File: src/rtl/smul_pkg.sv
package smul_pkg;

    // result of a one-bit full adder
    typedef struct packed {
        logic carry;
        logic sum;
    } fa_t;

    // per-cycle control word sent to every cell
    typedef struct packed {
        logic step;     // the row advances this cycle
        logic first;    // first bit of a frame: discard old state
        logic bit_eff;  // serial bit after sign extension
    } slot_t;

    function automatic fa_t full_add(input logic x, input logic y, input logic z);
        fa_t r;
        r.sum   = x ^ y ^ z;
        r.carry = (x & y) | (x & z) | (y & z);
        return r;
    endfunction

endpackage

File: src/rtl/smul_seq.sv
module smul_seq
    import smul_pkg::*;
#(
    parameter int SW = 8,
    parameter int PW = 8
) (
    input  logic  clk,
    input  logic  rst,
    input  logic  ser_start,
    input  logic  ser_bit,
    output slot_t ctl
);
    localparam int L  = SW + PW;
    localparam int CW = $clog2(L + 1);

    logic [CW-1:0] cnt_q;
    logic          active_q;
    logic          sign_q;
    logic [CW-1:0] pos;
    logic [CW-1:0] pos_nxt;

    always_comb begin
        pos         = ser_start ? '0 : cnt_q;
        pos_nxt     = pos + CW'(1);
        ctl.step    = ser_start | active_q;
        ctl.first   = ser_start;
        ctl.bit_eff = (pos < CW'(SW)) ? ser_bit : sign_q;
    end

    always_ff @(posedge clk) begin
        if (rst) begin
            cnt_q    <= '0;
            active_q <= 1'b0;
            sign_q   <= 1'b0;
        end else if (ctl.step) begin
            cnt_q    <= pos_nxt;
            active_q <= (pos_nxt < CW'(L));
            if (pos == CW'(SW - 1))
                sign_q <= ser_bit;
        end
    end

endmodule

File: src/rtl/smul_cell.sv
module smul_cell
    import smul_pkg::*;
#(
    parameter bit NEG = 1'b0
) (
    input  logic  clk,
    input  logic  rst,
    input  slot_t ctl,
    input  logic  a_bit,
    input  logic  nbr_in,
    output logic  sum_q
);
    logic carry_q;
    logic pp;
    logic c_in;
    logic n_in;
    fa_t  r;

    always_comb begin
        // the sign cell adds the inverted partial product with carry preset to 1
        pp   = (a_bit & ctl.bit_eff) ^ NEG;
        c_in = ctl.first ? NEG : carry_q;
        n_in = ctl.first ? 1'b0 : nbr_in;
        r    = full_add(pp, n_in, c_in);
    end

    always_ff @(posedge clk) begin
        if (rst) begin
            sum_q   <= 1'b0;
            carry_q <= 1'b0;
        end else if (ctl.step) begin
            sum_q   <= r.sum;
            carry_q <= r.carry;
        end
    end

endmodule

File: src/rtl/smul_top.sv
module smul_top
    import smul_pkg::*;
#(
    parameter int PW = 8,
    parameter int SW = 8
) (
    input  logic          clk,
    input  logic          rst,
    input  logic [PW-1:0] par_in,
    input  logic          par_load,
    input  logic          ser_bit,
    input  logic          ser_start,
    output logic          prod_bit,
    output logic          prod_valid
);
    logic [PW-1:0] a_q;
    logic [PW:0]   link;
    slot_t         ctl;

    always_ff @(posedge clk) begin
        if (rst) begin
            a_q        <= '0;
            prod_valid <= 1'b0;
        end else begin
            if (par_load)
                a_q <= par_in;
            prod_valid <= ctl.step;
        end
    end

    smul_seq #(.SW(SW), .PW(PW)) u_seq (
        .clk       (clk),
        .rst       (rst),
        .ser_start (ser_start),
        .ser_bit   (ser_bit),
        .ctl       (ctl)
    );

    assign link[PW] = 1'b0;

    for (genvar i = 0; i < PW; i++) begin : g_cell
        smul_cell #(.NEG(i == PW - 1)) u_cell (
            .clk    (clk),
            .rst    (rst),
            .ctl    (ctl),
            .a_bit  (a_q[i]),
            .nbr_in (link[i+1]),
            .sum_q  (link[i])
        );
    end

    assign prod_bit = link[0];

endmodule

File: config.mk
export PLATFORM = sky130hd
export DESIGN_NAME = smul_top
export DESIGN_NICKNAME = d
export VERILOG_FILES = /design/src/rtl/smul_pkg.sv /design/src/rtl/smul_seq.sv /design/src/rtl/smul_cell.sv /design/src/rtl/smul_top.sv
export SDC_FILE = /design/constraint.sdc
export NUM_CORES = 1
export LEC_CHECK = 0
export BUFFER_PORTS_ARGS = -buffer_cell sky130_fd_sc_hd__buf_2
export CORE_UTILIZATION = 55
export DETAILED_ROUTE_END_ITERATION = 6
export GPL_TIMING_DRIVEN = 0
export PLACE_DENSITY = 0.75
export SKIP_LAST_GASP = 1
export SYNTH_ARGS = -nofsm -noshare
export SYNTH_HDL_FRONTEND = slang
export SYNTH_SLANG_ARGS = --single-unit
File: constraint.sdc
create_clock -name clk -period 2.24 [get_ports clk]
set_input_delay 0 -clock clk [delete_from_list [all_inputs] [get_ports clk]]
set_output_delay 0 -clock clk [all_outputs]
set_load 0.005 [all_outputs]
# Word level (Yosys, flattened, before mapping)
# Index checks and enable logic that the tools add are counted.
[word_totals]
register_bits = 32
wordCells = 104
[classes]
n_eq_ne = 1
n_lt_le_gt_ge = 2
muxes = 17
bitwise = 61
n_reduce_logical = 1
add_sub_neg = 1
[ops]
columns = ["operator", "n"]
rows = [
  ["1-bit bitwise AND", 30],
  ["1-bit 2-to-1 mux", 16],
  ["1-bit OR", 15],
  ["1-bit XOR", 15],
  ["5-bit by 1-bit adder with 5-bit output, second input constant", 1],
  ["5-bit by 3-bit equality test with 1-bit output, second input constant", 1],
  ["5-bit by 4-bit < comparator with 1-bit output, second input constant", 1],
  ["5-bit < comparator, second input constant", 1],
  ["5-bit 2-to-1 mux", 1],
  ["2-bit AND reduction", 1],
  ["1-bit NOT", 1],
]

# Logic depth before layout (Yosys ltp)
# Gate-level depths: netlist of run 1.
[logic_depth]
ltp_word = 7
depth_mapped = 6

# Hierarchy
# Synthesis of run 1 repeated with hierarchy kept, for this count alone.
[hier_totals]
cells_unflattened = 150
hier_area_um2 = 1532.7
[modules_own_cells]
columns = ["mod", "seq_area_each_um2", "n_inst", "area_per_inst_um2", "cells_each"]
rows = [
  ["smul_cell (g_cell[0].u_cell ...)", 40.0, 7, 106.4, 10],
  ["smul_seq", 140.1, 1, 367.9, 41],
  ["smul_top", 180.2, 1, 316.6, 29],
  ["smul_cell (g_cell[7].u_cell)", 40.0, 1, 103.8, 10],
]

# Least setup slack after synthesis of run 1
# Ideal clock, no wire load.
[synth_path]
path_type = "reg-to-reg"
from = "register u_seq.cnt_q[4]"
to = "register g_cell[5].u_cell.sum_q"
n_path_buf = 0
synth_period_minus_slack_ps = 1687
arrival_time_ps = 1617
setup_slack_ps = 553
setup_time_ps = 70
path_stages_with_launch = 7
path_cell_list = "dfxtp_1 o21bai_4 mux2i_4 nor2b_1 fa_1 nand2_1 a21oi_1"
[synth_lines]
columns = ["item", "line_no", "rtl"]
rows = [
  ["start, declared", "smul_seq.sv:16", "logic [CW-1:0] cnt_q;"],
  ["start signal, assigned", "smul_seq.sv:36", "cnt_q <= pos_nxt;"],
  ["end signal, assigned", "smul_cell.sv:32", "sum_q <= r.sum;"],
  ["end, declared", "smul_cell.sv:11", "output logic sum_q"],
]

==> out/results.ini, run 1 <==
[sta]
hold_viol = 0
finalWorstSetupSlack_ps = 332
setup_violations = 0
finalCritPeriodShare_pct = 85.2
grt_setup_unrepaired = false
fmax_mhz = 524
post-route-min-period_ps = 1910
slew_headroom_pct = 66.3
report.final.slew_viol_count = 0
tightest_slew_ps = 506
fin_tns_setup_ps = 0
finalClockSkew_ps = 15.0

[grt]
grt_max_degree = 11
grt_util_met1_pct = 27.6
grtUsageMet2_pct = 41.0
antenna_found_initial = 0
grtUsageMet3_pct = 8.61
grt.overflow.total = 0
grt_pass1_vias = 1159
grt_first_pass_wirelength_mm = 4.92
grt_use_total_pct = 24.1
grt_busiest_layer = met2

[logic_synthesis]
yosys-top-cells-area = dfxtp_1 42%, nor2b_1 9.8%, fa_1 9.1%
yosysSeqAreaShare_pct = 41.8
synth_fp_nets = 191
syn_inst = 169
yosysTopAreaCell = dfxtp_1
synth.most_common_cell = nand2_1
ys_ff_latch = 32
synth_cell_types = 29
ys.flop_type = dfxtp_1
ys_warn_count = 0
synth_area_per_cell_um2 = 9.08
synth_common_cells = 35 x nand2_1, 32 x dfxtp_1, 24 x nor2b_1
yosysTopAreaCellShare_pct = 41.8
synthesis.area_um2 = 1530
synth-edff-count = 0
synth-async-reset-ratio_pct = 0

[clock_tree]
clk_pin_slew_ps = 110
clockRootBuffer = clkbuf_4
worst_skew_pair.late_latency_ps = 340
numCtsBuffers = 5
cts_tree = done
cts_max_level = 2
clk_path_buf_depth = 2
clock_sinks = 32
postCtsSetupBuffers = 0
hold_buffers = 9
cts-resized-gates = 0

[floorplan]
core.rowCount = 18
die_y_um = 54.8
dieWidth_um = 54.8
die_area_um2 = 3000
core-area_um2 = 2540
start_util_pct = 60.3
io_pins = 15

[worst_setup_path]
crit_path_max_fanout = 9
path_cells = o21bai_4 -> mux2i_4 -> nor2b_1 -> fa_1 -> nand2_1 -> a21oi_1
crit_path_end_kind = register
critical_path_class = reg2reg
critPathLaunchType = register
cp.required_ps = 2520
crit_family = adder cells
reg2reg_slack_ps = 330
cp_data_arrival_time_ps = 2190
crit_buf_inv = 0
slowest_delay_ps = 550
crit_slowest_cell = fa_1

[place]
place.gp.congestion = 0.786
dp.cells = 212
dpl_worst_slack_ps = 351
dpl.hpwl_mm = 2.03
port_buffers = 13

[outcome]
outcome = finished clean

[route]
ant_nets = 0
drt_pass1_iterations = 4
vias = 1205
vias_per_cell = 5.26
drt_wl_total_mm = 2.99
drc = 0
wl_per_cell_um = 13.1
drt_iter0_markers = 19

[power]
irDropWorstVdd_mv = 0.600
power.leakage_nw = 0.734
total_power_mw = 1.08
p_per_area_nw_per_um2 = 605

[layout]
fin_util_pct = 70.3
diodes = 0
final_cells = 229
syn_to_final_growth_pct = 16.6
nets = 220
drive_gt1_share_pct = 15.6

[flow_run]
maxCapViolations = 0

[worst_hold_path]
hold_class = in2reg

logic make-up after synthesis:
| group | Yosys count | share of synthesized area [%] |
|---|---|---|
| fa+ha+maj | 9 | 10.8 |
| flops | 32 | 41.8 |
| buf+inv | 11 | 3.67 |
| compound gates | 25 | 9.63 |
| xor+xnor | 3 | 1.71 |
| simple gates | 80 | 25.8 |
| mux | 9 | 6.69 |
placed cells by master (no fill, tap or decap):
cell / instances
buf_2: 16
and4_1: 1
a211oi_2: 1
buf_6: 1
nor2b_1: 24
nor2_1: 10
or2_2: 1
buf_4: 1
clkbuf_8: 1
nand3_1: 1
mux2i_1: 8
nor3_1: 2
dfxtp_1: 32
mux2i_4: 1
a31oi_1: 1
clkinv_2: 2
ha_1: 2
xor2_1: 2
or2_1: 1
fa_1: 7
o21ai_0: 2
nand2_1: 35
clkbuf_4: 5
nor2_4: 1
nand2b_1: 1
nand4_1: 2
a21oi_1: 20
o21bai_4: 1
inv_1: 1
xnor2_1: 1
dlygate4sd3_1: 9
clkbuf_1: 5
and4b_1: 1
cell type report:
class	count	area [µm²]
Sequential cell	32	641
Multi-Input combinational cell	126	837
Clock buffer	6	51.3
Buffer	10	52.6
Tap cell	30	37.5
Clock inverter	2	10.0
Inverter	1	3.75
Fill cell	204	757
Timing Repair Buffer	22	155
flip-flops by register name, indices dropped and copies added, names as in the netlist:
| signal | count |
|---|---|
| g_cell.u_cell.carry_q | 8 |
| prod_valid | 1 |
| u_seq.active_q | 1 |
| a_q | 8 |
| g_cell.u_cell.sum_q | 8 |
| u_seq.cnt_q | 5 |
| u_seq.sign_q | 1 |
worst paths after layout:
check / startpoint / to / depth (start not counted)
setup reg to reg: u_seq.cnt_q[4]$_SDFFE_PP0P_ / g_cell[2].u_cell.sum_q$_SDFFE_PP0P_ / 6
setup / recovery: u_seq.cnt_q[4]$_SDFFE_PP0P_ / g_cell[2].u_cell.sum_q$_SDFFE_PP0P_ / 6
hold reg to reg: g_cell[0].u_cell.carry_q$_SDFFE_PP0P_ / g_cell[0].u_cell.carry_q$_SDFFE_PP0P_ / 2
hold / removal: ser_start / u_seq.active_q$_SDFFE_PP0P_ / 3
routing by layer:
metal / share of wire, % / wire [µm]
met2: 50 / 1500
met5: 0 / 0
met1: 46 / 1370
met4: 0.50 / 15
met3: 3.5 / 106
power breakdown:
part / switching (mW) / internal, mW
clock: 0.202 / 0.149
sequential: 0.0101 / 0.590
combinational: 0.0702 / 0.0593
tightest hold or removal path: cells and delay by family:
family | cells | cell delay, ps
buffers and inverters | 2 | 250
AOI/OAI and AO/OA | 1 | 70
per-stage QoR:
stage | hold WS, ps | cell area [µm²]
finish | 16.8 | 1790
global route | 28.4 | 1790
CTS | 12.0 | 1790
detailed placement | 242 | 1640
global placement | 233 | 1640
floorplan | 64.6 | 1530
No activity file was read; power rests on OpenSTA's default activity.
==> inputs of run 2 (changes only) <==
- ABC_AREA: default -> 1
==> out/results.ini, run 2 <==
[logic_synthesis]
synth_cell_types = 23
yosysTopAreaCell = dfxtp_1
yosys-top-cells-area = dfxtp_1 41%, fa_1 8.9%, inv_1 8.6%
synth-async-reset-ratio_pct = 0
ys_ff_latch = 32
synth_fp_nets = 218
synth_area_per_cell_um2 = 8.04
synth.most_common_cell = inv_1
synthesis.area_um2 = 1580
synth-edff-count = 0
syn_inst = 196
ys_warn_count = 0
yosysSeqAreaShare_pct = 40.7
ys.flop_type = dfxtp_1
yosysTopAreaCellShare_pct = 40.7
synth_common_cells = 36 x inv_1, 33 x nor2_1, 32 x dfxtp_1

[sta]
hold_viol = 0
fmax_mhz = 595
fin_tns_setup_ps = 0
report.final.slew_viol_count = 0
slew_headroom_pct = 71.0
post-route-min-period_ps = 1680
whs_ps = 68.9
finalClockSkew_ps = 7.23
finalCritPeriodShare_pct = 75.1
tightest_slew_ps = 435
setup_violations = 0
grt_setup_unrepaired = false
finalWorstSetupSlack_ps = 558

[route]
drt_pass1_iterations = 4
wl_per_cell_um = 13.1
drt_wl_total_mm = 3.36
vias = 1321
vias_per_cell = 5.16
drt_iter0_markers = 55
drc = 0
ant_nets = 0

[worst_setup_path]
critical_path_class = reg2reg
crit_slowest_cell = fa_1
r2r_start = u_seq.cnt_q[3]$_SDFFE_PP0P_
crit_path_max_fanout = 8
path_common_cell = nand2_1
startpoint = u_seq.cnt_q[3]$_SDFFE_PP0P_
cp_data_arrival_time_ps = 1910
cp.required_ps = 2470
slowest_delay_ps = 460
reg2reg_slack_ps = 560
path_cells = nand2_1 -> nand2_1 -> nand2_1 -> nand2_2 -> nor2_1 -> fa_1 -> o21ai_0 -> nor2_1
timing.rr.end = g_cell[0].u_cell.sum_q$_SDFFE_PP0P_
crit_path_end_kind = register
rr_worst_depth = 8
critPathLaunchType = register
crit_path_end = g_cell[0].u_cell.sum_q$_SDFFE_PP0P_

[grt]
grt_first_pass_wirelength_mm = 5.66
grt.overflow.total = 0
grt_max_degree = 11
antenna_found_initial = 0
grt_pass1_vias = 1309
grt_use_total_pct = 24.0

[floorplan]
start_util_pct = 57.6
die_area_um2 = 3080
io_pins = 15
die_y_um = 55.5
core.rowCount = 19
core-area_um2 = 2730
dieWidth_um = 55.5

[layout]
nets = 249
top_regs = a_q (8), g_cell.u_cell.carry_q (8), g_cell.u_cell.sum_q (8)
drive_gt1_share_pct = 16.0
syn_to_final_growth_pct = 16.0
final_cell_mix = 36 x inv_1, 33 x nor2_1, 32 x dfxtp_1
final_cells = 256
final_common_cell = inv_1
nFillCells = 214
fin_area_um2 = 1830
diodes = 0
fin_util_pct = 66.8

[power]
total_power_mw = 1.06
irDropWorstVdd_mv = 0.460
power.leakage_nw = 0.835
p_per_area_nw_per_um2 = 578

[flow_run]
maxCapViolations = 0

[clock_tree]
postCtsSetupBuffers = 0
clock_sinks = 32
clk_pin_slew_ps = 90
numCtsBuffers = 5
clockRootBuffer = clkbuf_4
cts_max_level = 2
hold_buffers = 11
clk_path_buf_depth = 2
cts-resized-gates = 0
cts_tree = done
worst_skew_pair.late_latency_ps = 330

[place]
dp.cells = 240
place.gp.congestion = 0.824
dpl_worst_slack_ps = 583
dpl.hpwl_mm = 2.26
placed_cell_area_um2 = 1680
port_buffers = 13

[worst_hold_path]
hold_class = in2reg

[outcome]
outcome = finished clean

run 2: area by class of cell:
| cell class | instances | area (µm²) | share of cell area (%) |
|---|---|---|---|
| flip-flops and latches | 32 | 641 | 35.1 |
| clock buffers | 5 | 37.5 | 2.05 |
| repair buffers | 24 | 175 | 9.59 |
| inverters | 37 | 139 | 7.60 |
| well taps | 31 | 38.8 | 2.12 |
| plain buffers | 9 | 70.1 | 3.84 |
| multi-input cells | 118 | 726 | 39.7 |
run 2: routing by layer:
layer | vias to the layer above | share of wire, % | GRT usage (%)
met3 | 7 | 5.9 | 8.20
met1 | 601 | 44 | 28.3
met4 | 0 | 2.0 | 7.86
li1 | 668 | - | -
met5 | - | 0 | 0
met2 | 45 | 48 | 40.8
run 2: worst min-delay path by stage:
stage,from,end,cells past startpoint
after floorplan,par_in[7],a_q[7]$_SDFFE_PP0P_,2
after global placement,par_in[7],a_q[7]$_SDFFE_PP0P_,3
after detailed placement,par_in[7],a_q[7]$_SDFFE_PP0P_,3
after CTS,par_load,a_q[3]$_SDFFE_PP0P_,4
after global routing,ser_start,g_cell[7].u_cell.carry_q$_SDFFE_PP0P_,4
final,par_load,a_q[4]$_SDFFE_PP0P_,4
run 2: critical path: cells and delay by family (launching register included):
kind	cells	cell delay [ps]
AOI/OAI and AO/OA	1	240
and+or+nand+nor	6	530
adders and majority gates	1	460
DFF	1	350
run 2: power by group:
| group | internal, mW | leakage, nW | switching [mW] |
|---|---|---|---|
| Sequential | 0.596 | 0.262 | 0.00950 |
| Combinational | 0.0658 | 0.550 | 0.0964 |
| Clock | 0.105 | 0.0230 | 0.184 |
| Total | 0.767 | 0.835 | 0.289 |
run 2: logic make-up after synthesis:
family                     share of synthesized area (%)
AOI/OAI and AO/OA                                   16.8
adders and majority gates                           10.5
buffers and inverters                               13.3
DFF                                                 40.7
and+or+nand+nor                                     18.7
